**src/rtl/pc_pkg.sv**
```systemverilog
package pc_pkg;

    localparam int PC_WIDTH_DEF = 16;
    localparam int OFF_HALF_DEF = 3;

    // Action chosen for the next counter value
    typedef enum logic [1:0] {
        PC_ACT_COUNT  = 2'd0,
        PC_ACT_JUMP   = 2'd1,
        PC_ACT_BRANCH = 2'd2
    } pc_act_e;

    // Control bundle sampled each cycle
    typedef struct packed {
        logic ld_en;
        logic jump_sel;
        logic cond_sel;
        logic neg_flag;
        logic zero_flag;
    } pc_ctl_t;

    // Branch condition: selected flag is set
    function automatic logic cond_met(input pc_ctl_t c);
        return c.cond_sel ? c.neg_flag : c.zero_flag;
    endfunction

endpackage

```
**src/rtl/pc_offset_ext.sv**
```systemverilog
module pc_offset_ext #(
    parameter int WIDTH  = pc_pkg::PC_WIDTH_DEF,
    parameter int HALF_W = pc_pkg::OFF_HALF_DEF
) (
    input  logic [HALF_W-1:0] off_hi,
    input  logic [HALF_W-1:0] off_lo,
    output logic [WIDTH-1:0]  off_ext
);
    localparam int OFF_W = 2 * HALF_W;
    localparam int PAD_W = WIDTH - OFF_W;

    logic [OFF_W-1:0] joined;

    always_comb joined = {off_hi, off_lo};

    generate
        if (PAD_W > 0) begin : g_pad
            always_comb off_ext = {{PAD_W{joined[OFF_W-1]}}, joined};
        end else begin : g_trunc
            always_comb off_ext = joined[WIDTH-1:0];
        end
    endgenerate
endmodule

```
**src/rtl/pc_branch_sel.sv**
```systemverilog
module pc_branch_sel
    import pc_pkg::*;
(
    input  pc_ctl_t ctl,
    output pc_act_e act
);
    always_comb begin
        if (!ctl.ld_en)
            act = PC_ACT_COUNT;
        else if (ctl.jump_sel)
            act = PC_ACT_JUMP;
        else if (cond_met(ctl))
            act = PC_ACT_BRANCH;
        else
            act = PC_ACT_COUNT;
    end
endmodule

```
**src/rtl/pc_next_calc.sv**
```systemverilog
module pc_next_calc
    import pc_pkg::*;
#(
    parameter int WIDTH = PC_WIDTH_DEF
) (
    input  pc_act_e          act,
    input  logic [WIDTH-1:0] pc_cur,
    input  logic [WIDTH-1:0] off_ext,
    input  logic [WIDTH-1:0] jump_addr,
    output logic [WIDTH-1:0] pc_nxt
);
    localparam logic [WIDTH-1:0] ONE = {{(WIDTH-1){1'b0}}, 1'b1};

    logic [WIDTH-1:0] inc_val;
    logic [WIDTH-1:0] rel_val;

    always_comb begin
        inc_val = pc_cur + ONE;
        rel_val = pc_cur + off_ext;
        case (act)
            PC_ACT_JUMP:   pc_nxt = jump_addr;
            PC_ACT_BRANCH: pc_nxt = rel_val;
            default:       pc_nxt = inc_val;
        endcase
    end
endmodule

```
**src/rtl/pc_branch_unit.sv**
```systemverilog
module pc_branch_unit
    import pc_pkg::*;
#(
    parameter int WIDTH  = PC_WIDTH_DEF,
    parameter int HALF_W = OFF_HALF_DEF
) (
    input  logic              clk,
    input  logic              rst,
    input  logic              ld_en,
    input  logic              jump_sel,
    input  logic              cond_sel,
    input  logic              neg_flag,
    input  logic              zero_flag,
    input  logic [HALF_W-1:0] off_hi,
    input  logic [HALF_W-1:0] off_lo,
    input  logic [WIDTH-1:0]  jump_addr,
    output logic [WIDTH-1:0]  pc_out
);
    localparam int PAD_W = WIDTH - 2 * HALF_W;

    pc_ctl_t          ctl;
    pc_act_e          act;
    logic [WIDTH-1:0] off_ext;
    logic [WIDTH-1:0] pc_q;
    logic [WIDTH-1:0] pc_d;

    always_comb begin
        ctl.ld_en     = ld_en;
        ctl.jump_sel  = jump_sel;
        ctl.cond_sel  = cond_sel;
        ctl.neg_flag  = neg_flag;
        ctl.zero_flag = zero_flag;
    end

    pc_offset_ext #(.WIDTH(WIDTH), .HALF_W(HALF_W)) u_ext (
        .off_hi (off_hi),
        .off_lo (off_lo),
        .off_ext(off_ext)
    );

    pc_branch_sel u_sel (
        .ctl(ctl),
        .act(act)
    );

    pc_next_calc #(.WIDTH(WIDTH)) u_calc (
        .act      (act),
        .pc_cur   (pc_q),
        .off_ext  (off_ext),
        .jump_addr(jump_addr),
        .pc_nxt   (pc_d)
    );

    // registered output
    always_ff @(posedge clk) begin
        if (rst) pc_q <= '0;
        else     pc_q <= pc_d;
    end

    always_comb pc_out = pc_q;

    assert_reset_clear_R1: assert property (@(posedge clk) disable iff (rst)
        $past(rst) |-> pc_out == '0);

    assert_count_R2: assert property (@(posedge clk) disable iff (rst)
        (!$past(rst) && !$past(ld_en)) |->
        pc_out == WIDTH'($past(pc_out) + 1'b1));

    assert_jump_R3: assert property (@(posedge clk) disable iff (rst)
        (!$past(rst) && $past(ld_en) && $past(jump_sel)) |->
        pc_out == $past(jump_addr));

    assert_neg_branch_R4: assert property (@(posedge clk) disable iff (rst)
        (!$past(rst) && $past(ld_en) && !$past(jump_sel) && $past(cond_sel)) |->
        pc_out == ($past(neg_flag)
            ? WIDTH'($past(pc_out) + {{PAD_W{$past(off_hi[HALF_W-1])}}, $past(off_hi), $past(off_lo)})
            : WIDTH'($past(pc_out) + 1'b1)));

    assert_zero_branch_R5: assert property (@(posedge clk) disable iff (rst)
        (!$past(rst) && $past(ld_en) && !$past(jump_sel) && !$past(cond_sel)) |->
        pc_out == ($past(zero_flag)
            ? WIDTH'($past(pc_out) + {{PAD_W{$past(off_hi[HALF_W-1])}}, $past(off_hi), $past(off_lo)})
            : WIDTH'($past(pc_out) + 1'b1)));
endmodule

```
**config.mk**
```make
export PLATFORM = sky130hd
export DESIGN_NAME = pc_branch_unit
export DESIGN_NICKNAME = d
export VERILOG_FILES = /design/src/rtl/pc_pkg.sv /design/src/rtl/pc_offset_ext.sv /design/src/rtl/pc_branch_sel.sv /design/src/rtl/pc_next_calc.sv /design/src/rtl/pc_branch_unit.sv
export SDC_FILE = /design/constraint.sdc
export NUM_CORES = 1
export LEC_CHECK = 0
export BUFFER_PORTS_ARGS = -buffer_cell sky130_fd_sc_hd__buf_2
export CORE_UTILIZATION = 55
export CTS_CLUSTER_DIAMETER = 40
export DETAILED_ROUTE_END_ITERATION = 6
export PLACE_DENSITY = 0.83
export SETUP_SLACK_MARGIN = 0.02
export SLEW_MARGIN = 20
export SYNTH_ARGS = -nofsm -noshare
export SYNTH_HDL_FRONTEND = slang
export SYNTH_HIERARCHICAL = 1
export SYNTH_SLANG_ARGS = --single-unit
```
**constraint.sdc**
```tcl
create_clock -name clk -period 9.2 [get_ports clk]
set_input_delay 0.92 -clock clk [delete_from_list [all_inputs] [get_ports clk]]
set_output_delay 0.92 -clock clk [all_outputs]
set_load 0.005 [all_outputs]
```
---- Yosys cells after proc, flatten, opt, wreduce, memory -nomap -nowiden ----
Cells that the tools add are included.
operators by class
  $add $sub $neg .......................... 2
  equal/unequal tests ..................... 2
  mux-type cells .......................... 5
operators by type and width
  cell                     count
  $pmux W16 S2             1
  $add A16 B1 Y16 const B  1
  $add A16 B16 Y16         1
  $mux W2                  3
  $eq A2 B1 Y1 const B     1
  $eq A2 B2 Y1 const B     1
  $mux W1                  1
storage, ports and cells
  register bits ........................... 16
  output and inout bits ................... 16

---- Logic depth before layout (Yosys ltp) ----
Gate-level depths: netlist (run 1).
  depth in word-level cells ............... 6
  depth in mapped cells ................... 14
  gate-level depth less buffers ........... 13

---- By module ----
The synthesis (run 1) kept the hierarchy.
by module, submodules not included
  module          times used  cells each  area an instance (µm²)  sequential area each (µm²)
  pc_next_calc    1           164         1,092.3                 0.0
  pc_branch_unit  1           33          464.2                   320.3
  pc_offset_ext   1           16          120.1                   0.0
  pc_branch_sel   1           3           28.8                    0.0

---- Least setup slack after synthesis (run 1) ----
No wires, ideal clock.
  path type ............................... input to register
  start ................................... input port cond_sel
  end ..................................... register pc_q[13] (netlist: pc_out[13])
  arrival time ............................ 3.556 ns
  data required time ...................... 9.084 ns
  slack ................................... 5.528 ns
  stages .................................. 13
  cells stage by stage .................... mux2i_1 nor3b_2 nor2b_1 clkbuf_1 and2_1 ha_1 a21o_1 a21o_1 a21oi_1 o21ai_1 a2111o_1 and3_1 and2b_2
between the ends
  cells in the longest elaborated chain, start to end .. 6
RTL lines
  element                                              line                  source
  start, declared                                      pc_branch_unit.sv:11  input logic cond_sel,
  $mux W1 (*)                                          pc_pkg.sv:24          return c.cond_sel ? c.neg_flag : c.zero_flag;
  $mux W2 (*)                                          pc_branch_sel.sv:12   else if (cond_met(ctl))
  $mux W2 (*)                                          pc_branch_sel.sv:10   else if (ctl.jump_sel)
  $mux W2 (*)                                          pc_branch_sel.sv:8    if (!ctl.ld_en)
  net act[1]                                           pc_branch_unit.sv:22  pc_act_e act;
  $eq A2 B2 Y1 / $eq A2 B1 Y1 (equally long branches)  pc_next_calc.sv:20    case (act)
  $pmux W16 S2 (*)                                     pc_next_calc.sv:20
  net pc_d[13]                                         pc_branch_unit.sv:25  logic [WIDTH-1:0] pc_d;
  end signal, assigned                                 pc_branch_unit.sv:57  else pc_q <= pc_d;
  end, declared                                        pc_branch_unit.sv:24  logic [WIDTH-1:0] pc_q;
The timed path passes the listed nets; every way through them passes the cells marked *.
A chain may end at the register's enable or synchronous reset.

---- Worst setup path after layout (run 1) ----
  start ................................... input port cond_sel
  end ..................................... register pc_q[14] (netlist: pc_out[14])
Same word-level chain as after synthesis.

==> metrics.txt, run 1 <==
Ys Warns=6; FP Rows=19; Fmax=approximately 0.24 GHz; wire length on met2=between 1500 and 2000 µm; Hold Slack=~740 ps; CTS buffer count=3; status=finished, violations left; port bufs=44; area share of the largest cell type after synthesis=about a fifth; Die H=57.7 µm; H-tree depth=1; largest net degree at the start of global routing=26; Final TNS setup=0 ps; first-pass GRT wire length=slightly below 6000 µm; Setup CP Type=in2reg; Synth Instances=around 220; FFs w/ async S/R, synth=0%; DRT antenna net count=0; Post-Syn Nets=261; First-pass DRT Iterations=6; GR Util All Layers=roughly 23%; Final setup viols=0; Area contributors post-synth=dfxtp_1 19%, ha_1 11%, buf_4 7.0%, a21oi_1 6.7%, and2_1 5.9%; Pleak=between 0.9 and 1 nW; Req. time, crit path=about 9400 ps; crit path launch type=primary input; syn_area_per_cell=between 7 and 8 µm²; Die Width=roughly 58 µm; CTS tree=yes; WP data arrival=roughly 4400 ps; Post-synth EDFFs=0; core area=between 2000 and 3000 µm²; CTS resizes=0; total routed wirelength=roughly 3500 µm; post-route DRC violation count=4; total clock sinks=16; Slew @ Worst Pin=898 ps; slowest library cell on the worst path=nor2b_1; vias per cell=roughly 5.7; Post-CTS Setup Bufs=0; Worst setup EP type=flop; clk_lat worst skew=approximately 300 ps; Final Hold Viols=0; Main synth FF type=dfxtp_1; GRT Residual Overflow=0; CP max stage delay=about 760 ps; M1 WL=about 1600 µm; Core Util, Final=between 60% and 70%; ratio of cells with drive above 1 in the final layout=between 20% and 30%; Root Driver=clkbuf_4; max reg flops=16; cell accounting for the most synthesized area=dfxtp_1; failing checks=DRC; Ant. Diodes=0; Final #Nets=288; initial antenna violation count=0; Buf/Inv on CP=1; DR top layer=met4; DIE AREA=between 3000 and 4000 µm²; starting density of the core=approximately 60%; RSZ-0062 raised after global routing=no; power density cells=107 nW/µm²; Max Clock Skew=7.26 ps; cell family with most CP delay=simple AND/OR/NAND/NOR gates; I/O Pins=45; crit-path cells=buf_2, mux2i_1, nor3b_2, nor2b_1, nand2b_1, ha_1, fa_1, a21oi_1, o21ai_1, a21oi_1, o21bai_1, a2111o_1, and3_1, nor2b_1; Area Overhead vs Synth=7.92%; Netlist cell types=between 50 and 60; metal3 WL=288 µm; gpl congestion=0.875; Max VDD drop=between 0.00006 and 0.00007 V; WL per Instance=between 10 and 15 µm; Slew Viols, Final=0; Synth Cell Area=between 1500 and 2000 µm²; Hold WC Path Type=reg2reg; Rel. slew slack=between 40% and 50%; cts hold-fix bufs=0; #FFs+latches synth=16; Tcrit/Tclk final=45.5%; half-perimeter wire length after placement=roughly 2700 µm; initial DRC count=between 50 and 60; maximum capacitance violations=0; CTS Buffer Depth=2; worst-path fanout max=15; sequential share of the synthesized area=a little under a fifth; vias=~1,600; CTS clk-pin slew, worst paths=~100 ps; total power draw=0.197 mW; vias in the first global route=1,427; post-layout minimum cycle time=approximately 4200 ps
per-stage QoR:
stage          area [µm²]  cells  setup slack [ps]
6_report             1840    273              5010
5_1_grt              1840    273              4870
4_1_cts              1840    273              5050
3_5_place_dp         1800    269              4740
3_3_place_gp         1800    269              4900
2_1_floorplan        1710    216              5530
cell usage after synthesis, types with 5 or more instances:
| cell | instances |
|---|---|
| nor2b_2 | 7 |
| o21ai_0 | 5 |
| a21oi_1 | 23 |
| dfxtp_1 | 16 |
| nor2b_1 | 5 |
| xnor2_1 | 8 |
| ha_1 | 15 |
| buf_4 | 16 |
| and2_1 | 16 |
| nor2_1 | 16 |
| and2b_2 | 6 |
| nand2_1 | 20 |
placed cells by master (no fill, tap or decap), drive strengths merged, types with 4 or more instances in the layout:
master	n
clkbuf	4
and2b	7
a21oi	23
and2	17
nor2b	12
nor2	16
o21ai	8
xnor2	8
a21o	5
dfxtp	16
ha	15
buf	44
nand2	21
inv	4
tightest hold or removal path: stages (launching register included):
cell	delay, ps
dfxtp_1	360
ha_1	130
nand2_1	50
nand2_1	50
and2b_2	120
power by group:
| part | switching (mW) | internal, mW |
|---|---|---|
| registers | 0.00426 | 0.0761 |
| clock network | 0.0241 | 0.0242 |
| logic | 0.0341 | 0.0339 |
area by class of cell:
class | instances | area, µm²
Clock buffer | 4 | 36.3
Fill cell | 278 | 1010
Inverter | 4 | 15.0
Multi-Input combinational cell | 174 | 1210
Sequential cell | 16 | 320
Tap cell | 31 | 38.8
Timing Repair Buffer | 44 | 220
logic make-up after synthesis:
kind of cell,Yosys count,synth area share [%]
xor gates and xnor gates,9,4.62
adders and majority gates,16,12.2
DFF,16,18.8
buffers and inverters,26,10.3
and+or+nand+nor,92,31.9
AOI/OAI and AO/OA,56,21.6
muxes,1,0.587
per-layer routing:
metal	vias up	GRT usage (%)
li1	799	-
met1	679	28.8
met2	73	37.0
met3	8	6.25
met4	0	10.5
met5	-	0
path summary, 6_finish.rpt:
check	startpoint	slack, ps	depth (start not counted)	endpoint
max	cond_sel	5010	14	pc_out[14]
min	pc_out[0]	740	4	pc_out[0]
max reg2reg	pc_out[0]	6760	9	pc_out[14]
min reg2reg	pc_out[0]	740	4	pc_out[0]
No activity file was read; power rests on OpenSTA's default activity.
==> inputs of run 2 (changes only) <==
Settings changed: CORE_UTILIZATION 55 to 53, PLACE_DENSITY 0.83 to 0.8.
Clock period 9.2 ns to 3.98 ns, I/O delays scaled along.
==> metrics.txt, run 2 (synthesis results as in run 1) <==
Reg area=320 µm² (unchanged); Die Width=58.7 µm (+1.8%); initial DRC count=57 (+12%); Max Clock Skew=7.76 ps (+0.501 ps); port bufs=44 (unchanged); worst-path fanout max=8 (-7); gpl congestion=0.855 (-2.3%); GR Util All Layers=22.2% (-0.81 points); Hold WC Path Type=in2reg; Ant. Diodes=0 (unchanged); core area=3050 µm² (+7.0%); Slew Viols, Final=0 (unchanged); cts hold-fix bufs=0 (unchanged); Post-CTS Setup Bufs=0 (unchanged); hold path depth=4 (unchanged); largest net degree at the start of global routing=26 (unchanged); starting density of the core=55.9% (-3.9 points); Pleak=0.933 nW (+1.2%); CTS tree=yes; Rel. slew slack=40.6% (+0.50 points); filler cell count=311 (+12%); total power draw=0.462 mW (+140%); vias in the first global route=1,352 (-5.3%); commonest cells after routing, fill and taps aside=44 x buf_2, 23 x a21oi_1, 20 x nand2_1; commonest non-fill, non-tap cell in the layout=buf_2; CTS clk-pin slew, worst paths=110 ps (about the same); CTS Buffer Depth=2 (unchanged); power density cells=247 nW/µm² (+130%); Req. time, crit path=4180 ps (-5210 ps); Final TNS setup=0 ps (unchanged); Slew @ Worst Pin=890 ps (-7.43 ps); post-route DRC violation count=0 (-4); initial antenna violation count=0 (unchanged); Area Overhead vs Synth=9.76%; DRT antenna net count=0 (unchanged); half-perimeter wire length after placement=2680 µm (-2.1%); vias per cell=5.38 (-5.8%); WP data arrival=3370 ps (-1010 ps); total clock sinks=16 (unchanged); crit path launch type=primary input; fin area=1870 µm² (+1.7%); First-pass DRT Iterations=4 (-2); total routed wirelength=3550 µm (about the same); max reg flops=16 (unchanged); Max VDD drop=0.000139 V (+120%); Fmax=0.316 GHz; H-tree depth=1 (unchanged); clk_lat worst skew=310 ps (about the same); area of the multi-input gates=1210 µm² (unchanged); first-pass GRT wire length=5840 µm (-1.2%); Final setup viols=0 (unchanged); I/O Pins=45 (unchanged); RSZ-0062 raised after global routing=no; vias=1,549 (-0.64%); status=finished, final reports clean; CTS resizes=0 (unchanged); Setup CP Type=in2reg; Final #Nets=290 (+0.69%); GRT Residual Overflow=0 (unchanged); FP Rows=20 (+1); Root Driver=clkbuf_4; Hold Slack=382 ps (-354 ps); Die H=58.7 µm (+1.8%); placed cell areas=1840 µm² (+1.7%); cell depth of the worst flop-to-flop path=9 (unchanged); maximum capacitance violations=0 (unchanged); Final Hold Viols=0 (unchanged); DIE AREA=3450 µm² (+3.6%); ratio of cells with drive above 1 in the final layout=29.9% (+0.58 points); post-layout minimum cycle time=3160 ps; Tcrit/Tclk final=between 70% and 80%; Worst setup EP type=flop; CTS buffer count=3 (unchanged); WL per Instance=12.3 µm (-5.2%)
-- run 2: cell count changes in the layout (fill, tap and decap cells not counted) --
cell	delta
buf_4	+2
-- run 2: metal layers --
metal	vias up	part of all wire, %	GRT usage [%]
li1	797	-	-
met1	702	50	29.5
met2	45	44	35.9
met3	5	4.3	2.86
met4	0	1.8	9.86
met5	-	0	0
-- run 2: worst paths after layout --
path,slack [ps],to,from
worst max-delay path,820,pc_out[14],cond_sel
worst min-delay path,380,pc_out[12],jump_addr[12]
worst max register to register,1580,pc_out[14],pc_out[0]
worst min register to register,740,pc_out[0],pc_out[0]
-- run 2: per-stage QoR --
| step | cells | setup slack, ps | utilization [%] |
|---|---|---|---|
| CTS | 288 | 808 | 61.3 |
| global route | 288 | 671 | 61.3 |
| finish | 288 | 819 | 61.3 |
| global placement | 284 | 579 | 60.1 |
| detailed placement | 284 | 486 | 60.1 |
| floorplan | 216 | 830 | - |
-- run 2: final cells by class --
type,count,area share [%]
clock buffers,4,1.94
flip-flops and latches,16,17.1
repair buffers,46,12.6
well taps,44,2.94
inverters,4,0.802
multi-input cells,174,64.6
-- run 2: worst max-delay path, cell delays in order --
cell	delay (ps)
buf_2	100
mux2i_1	120
nor3b_2	350
nor2b_1	220
buf_4	170
nand2b_1	60
ha_1	200
fa_1	410
a21oi_1	200
o21ai_1	100
a21oi_1	260
o21bai_1	140
a2111o_1	380
and3_1	140
nor2b_1	120
-- run 2: power breakdown --
group / total, mW / leakage [nW] / internal, mW / switching [mW]
clock network: 0.119 / 0.0210 / 0.0559 / 0.0626
logic: 0.158 / 0.779 / 0.0794 / 0.0784
registers: 0.186 / 0.132 / 0.176 / 0.00998
total: 0.462 / 0.933 / 0.311 / 0.151
==> inputs of run 3 (changes only) <==
Settings changed: ABC_AREA set to 1, CORE_UTILIZATION 53 to 49, PLACE_DENSITY 0.8 to 0.77.
Clock period 3.98 ns to 2.75 ns, I/O delays scaled along.
==> metrics.txt, run 3 <==
Hold WC Path Type=in2reg; crit path launch type=primary input; CP most frequent cell=nand2_1; commonest non-fill, non-tap cell in the layout=nand2_1; DR top layer=met4; Max Clock Skew=1.06 ps (-6.70 ps); Slew @ Worst Pin=377 ps (-513 ps); half-perimeter wire length after placement=3240 µm (+21%); port bufs=44 (unchanged); post-route DRC violation count=0 (unchanged); Synth Cell Area=1850 µm² (+8.4%); Rel. slew slack=74.9% (+34 points); syn_area_per_cell=5.54 µm² (-30%); clk_lat worst skew=250 ps (-60 ps); Max VDD drop=0.000147 V (+5.7%); Setup CP Type=in2reg; Post-Syn Nets=379 (+45%); Final #Nets=408 (+41%); RSZ-0062 raised after global routing=no; Reg2Reg Setup Slack=930 ps (-650 ps); #FFs+latches synth=16 (unchanged); GR Util All Layers=22.3% (+0.070 points); CTS resizes=0 (unchanged); initial antenna violation count=0 (unchanged); starting density of the core=53.3% (-2.5 points); CTS Buffer Depth=2 (unchanged); power density cells=320 nW/µm² (+30%); Ant. Diodes=0 (unchanged); Final setup viols=0 (unchanged); post-layout minimum cycle time=~2300 ps; Buf/Inv on CP=4 (+2); Ys Warns=6 (unchanged); slowest library cell on the worst path=fa_1; Worst setup EP type=flop; Die Width=63.4 µm (+8.0%); Fmax=between 0.4 and 0.5 GHz; largest net degree at the start of global routing=18 (-31%); Final TNS setup=0 ps (unchanged); CTS buffer count=3 (unchanged); total clock sinks=16 (unchanged); Slew Viols, Final=0 (unchanged); Area contributors post-synth=nand2_1 23%, dfxtp_1 17%, inv_1 13%, ha_1 10%, nor2_1 8.5%; filler cell count=381 (+23%); CTS clk-pin slew, worst paths=70 ps (-40 ps); max reg flops=16 (unchanged); CTS tree=yes; Req. time, crit path=2940 ps (-1240 ps); most frequent cells after synthesis=113 x nand2_1, 66 x inv_1, 42 x nor2_1, 19 x nand3_1; Cells after DPL=404 (+42%); cts hold-fix bufs=0 (unchanged); maximum capacitance violations=0 (unchanged); FFs w/ async S/R, synth=0% (unchanged); Final Hold Viols=0 (unchanged); total routed wirelength=4150 µm (+17%); core area=3470 µm² (+14%); vias in the first global route=1,693 (+25%); Netlist cell types=31 (-40%); WL per Instance=10.2 µm (-17%); ratio of cells with drive above 1 in the final layout=17.5% (-12 points); Post-CTS Setup Bufs=0 (unchanged); Pleak=1.34 nW (+44%); area share of the largest cell type after synthesis=22.9% (+4.2 points); M1 WL=2000 µm (+13%); I/O Pins=45 (unchanged); Root Driver=clkbuf_8; CP max stage delay=390 ps (-20 ps); FP Rows=21 (+5.0%); most common cell in the netlist=nand2_1; Post-synth EDFFs=0 (unchanged); cell accounting for the most synthesized area=nand2_1; GRT Residual Overflow=0 (unchanged); gpl congestion=0.904 (+5.7%); Finished Layout Cells=407 (+41%); initial DRC count=101 (+77%); Die H=63.4 µm (+8.0%); vias per cell=4.61 (-14%); First-pass DRT Iterations=4 (unchanged); DRT antenna net count=0 (unchanged); worst-path fanout max=3 (-5); Main synth FF type=dfxtp_1; Synth Instances=334 (+55%); status=finished, final reports clean; sequential share of the synthesized area=17.3% (-1.5 points); first-pass GRT wire length=7130 µm (+22%); total power draw=0.645 mW (+40%); Area Overhead vs Synth=9.07%; H-tree depth=1 (unchanged); DIE AREA=4020 µm² (+17%); metal3 WL=240 µm (+56%); cell family with most CP delay=simple AND/OR/NAND/NOR gates; wire length on met2=1850 µm (+19%); commonest cells after routing, fill and taps aside=113 x nand2_1, 66 x inv_1, 44 x buf_2, 42 x nor2_1, 19 x nand3_1; WP data arrival=2530 ps (-840 ps); Tcrit/Tclk final=~85%; vias=1,875 (+21%); crit-path cells=buf_2, nor2_2, nand2_1, nor2_2, inv_1, nor2_1, inv_2, or2_2, ha_1, fa_1, nand2_1, nand2_1, and2_4, nand3_1, nand3_1, nand2_1, nand3_1, nand2_1, inv_1, nor2_2
==> run 3: cell types whose count changed in the layout (fill, tap and decap cells not counted), sizes merged, moves of 5 or more <==
cell   change
and2b      -7
a21o       -5
or2        +6
inv       +67
xnor2      -7
nor2      +31
nand3     +17
a21oi     -16
nor2b     -12
nand2     +94
and2      -15
==> run 3: kinds of logic (layout without fill, tap and decap cells) <==
logic type	count (synthesis)	after routing	share of synthesized area [%]
buffers and inverters	93	120	23.2
adders and majority gates	16	16	11.2
DFF	16	16	17.3
and+or+nand+nor	196	196	44.3
xor gates and xnor gates	2	2	0.947
AOI/OAI and AO/OA	11	11	2.98
==> run 3: cell type report <==
class	instances	area (µm²)	share of cell area (%)
Clock buffer	3	41.3	2.05
Timing Repair Buffer	45	228	11.3
Tap cell	46	57.6	2.85
Sequential cell	16	320	15.9
Multi-Input combinational cell	225	1100	54.5
Inverter	72	270	13.4
==> run 3: path summary, 6_finish.rpt <==
path           endpoint           from  depth (start not counted)
max          pc_out[12]       jump_sel                         20
min          pc_out[15]  jump_addr[15]                          5
max reg2reg  pc_out[12]      pc_out[0]                         12
min reg2reg   pc_out[0]      pc_out[0]                          5
==> run 3: worst reg2reg max path: cells and delay by family, from the launching register on <==
family,cells,cell delay (ps)
fa+ha+maj,2,610
buf+inv,1,40
flops,1,320
simple gates,9,790
==> run 3: through the flow <==
stage          worst slack [ps]  instance area (µm²)  utilization [%]  hold WS (ps)
2_1_floorplan               400                 1850                -           459
3_3_place_gp                226                 1980             57.0           566
3_5_place_dp                146                 1980             57.0           580
4_1_cts                     421                 2020             58.2           312
5_1_grt                    88.4                 2020             58.2           329
6_report                    409                 2020             58.2           316
==> run 3: power breakdown <==
part	switching [mW]	internal (mW)
sequential	0.0114	0.250
clock	0.0881	0.0974
combinational	0.114	0.0839
total	0.214	0.432
==> run 3: metal layers <==
layer	GRT usage [%]	up-vias
li1	-	1021
met1	27.7	787
met2	37.6	61
met3	3.26	6
met4	9.66	0
met5	0	-
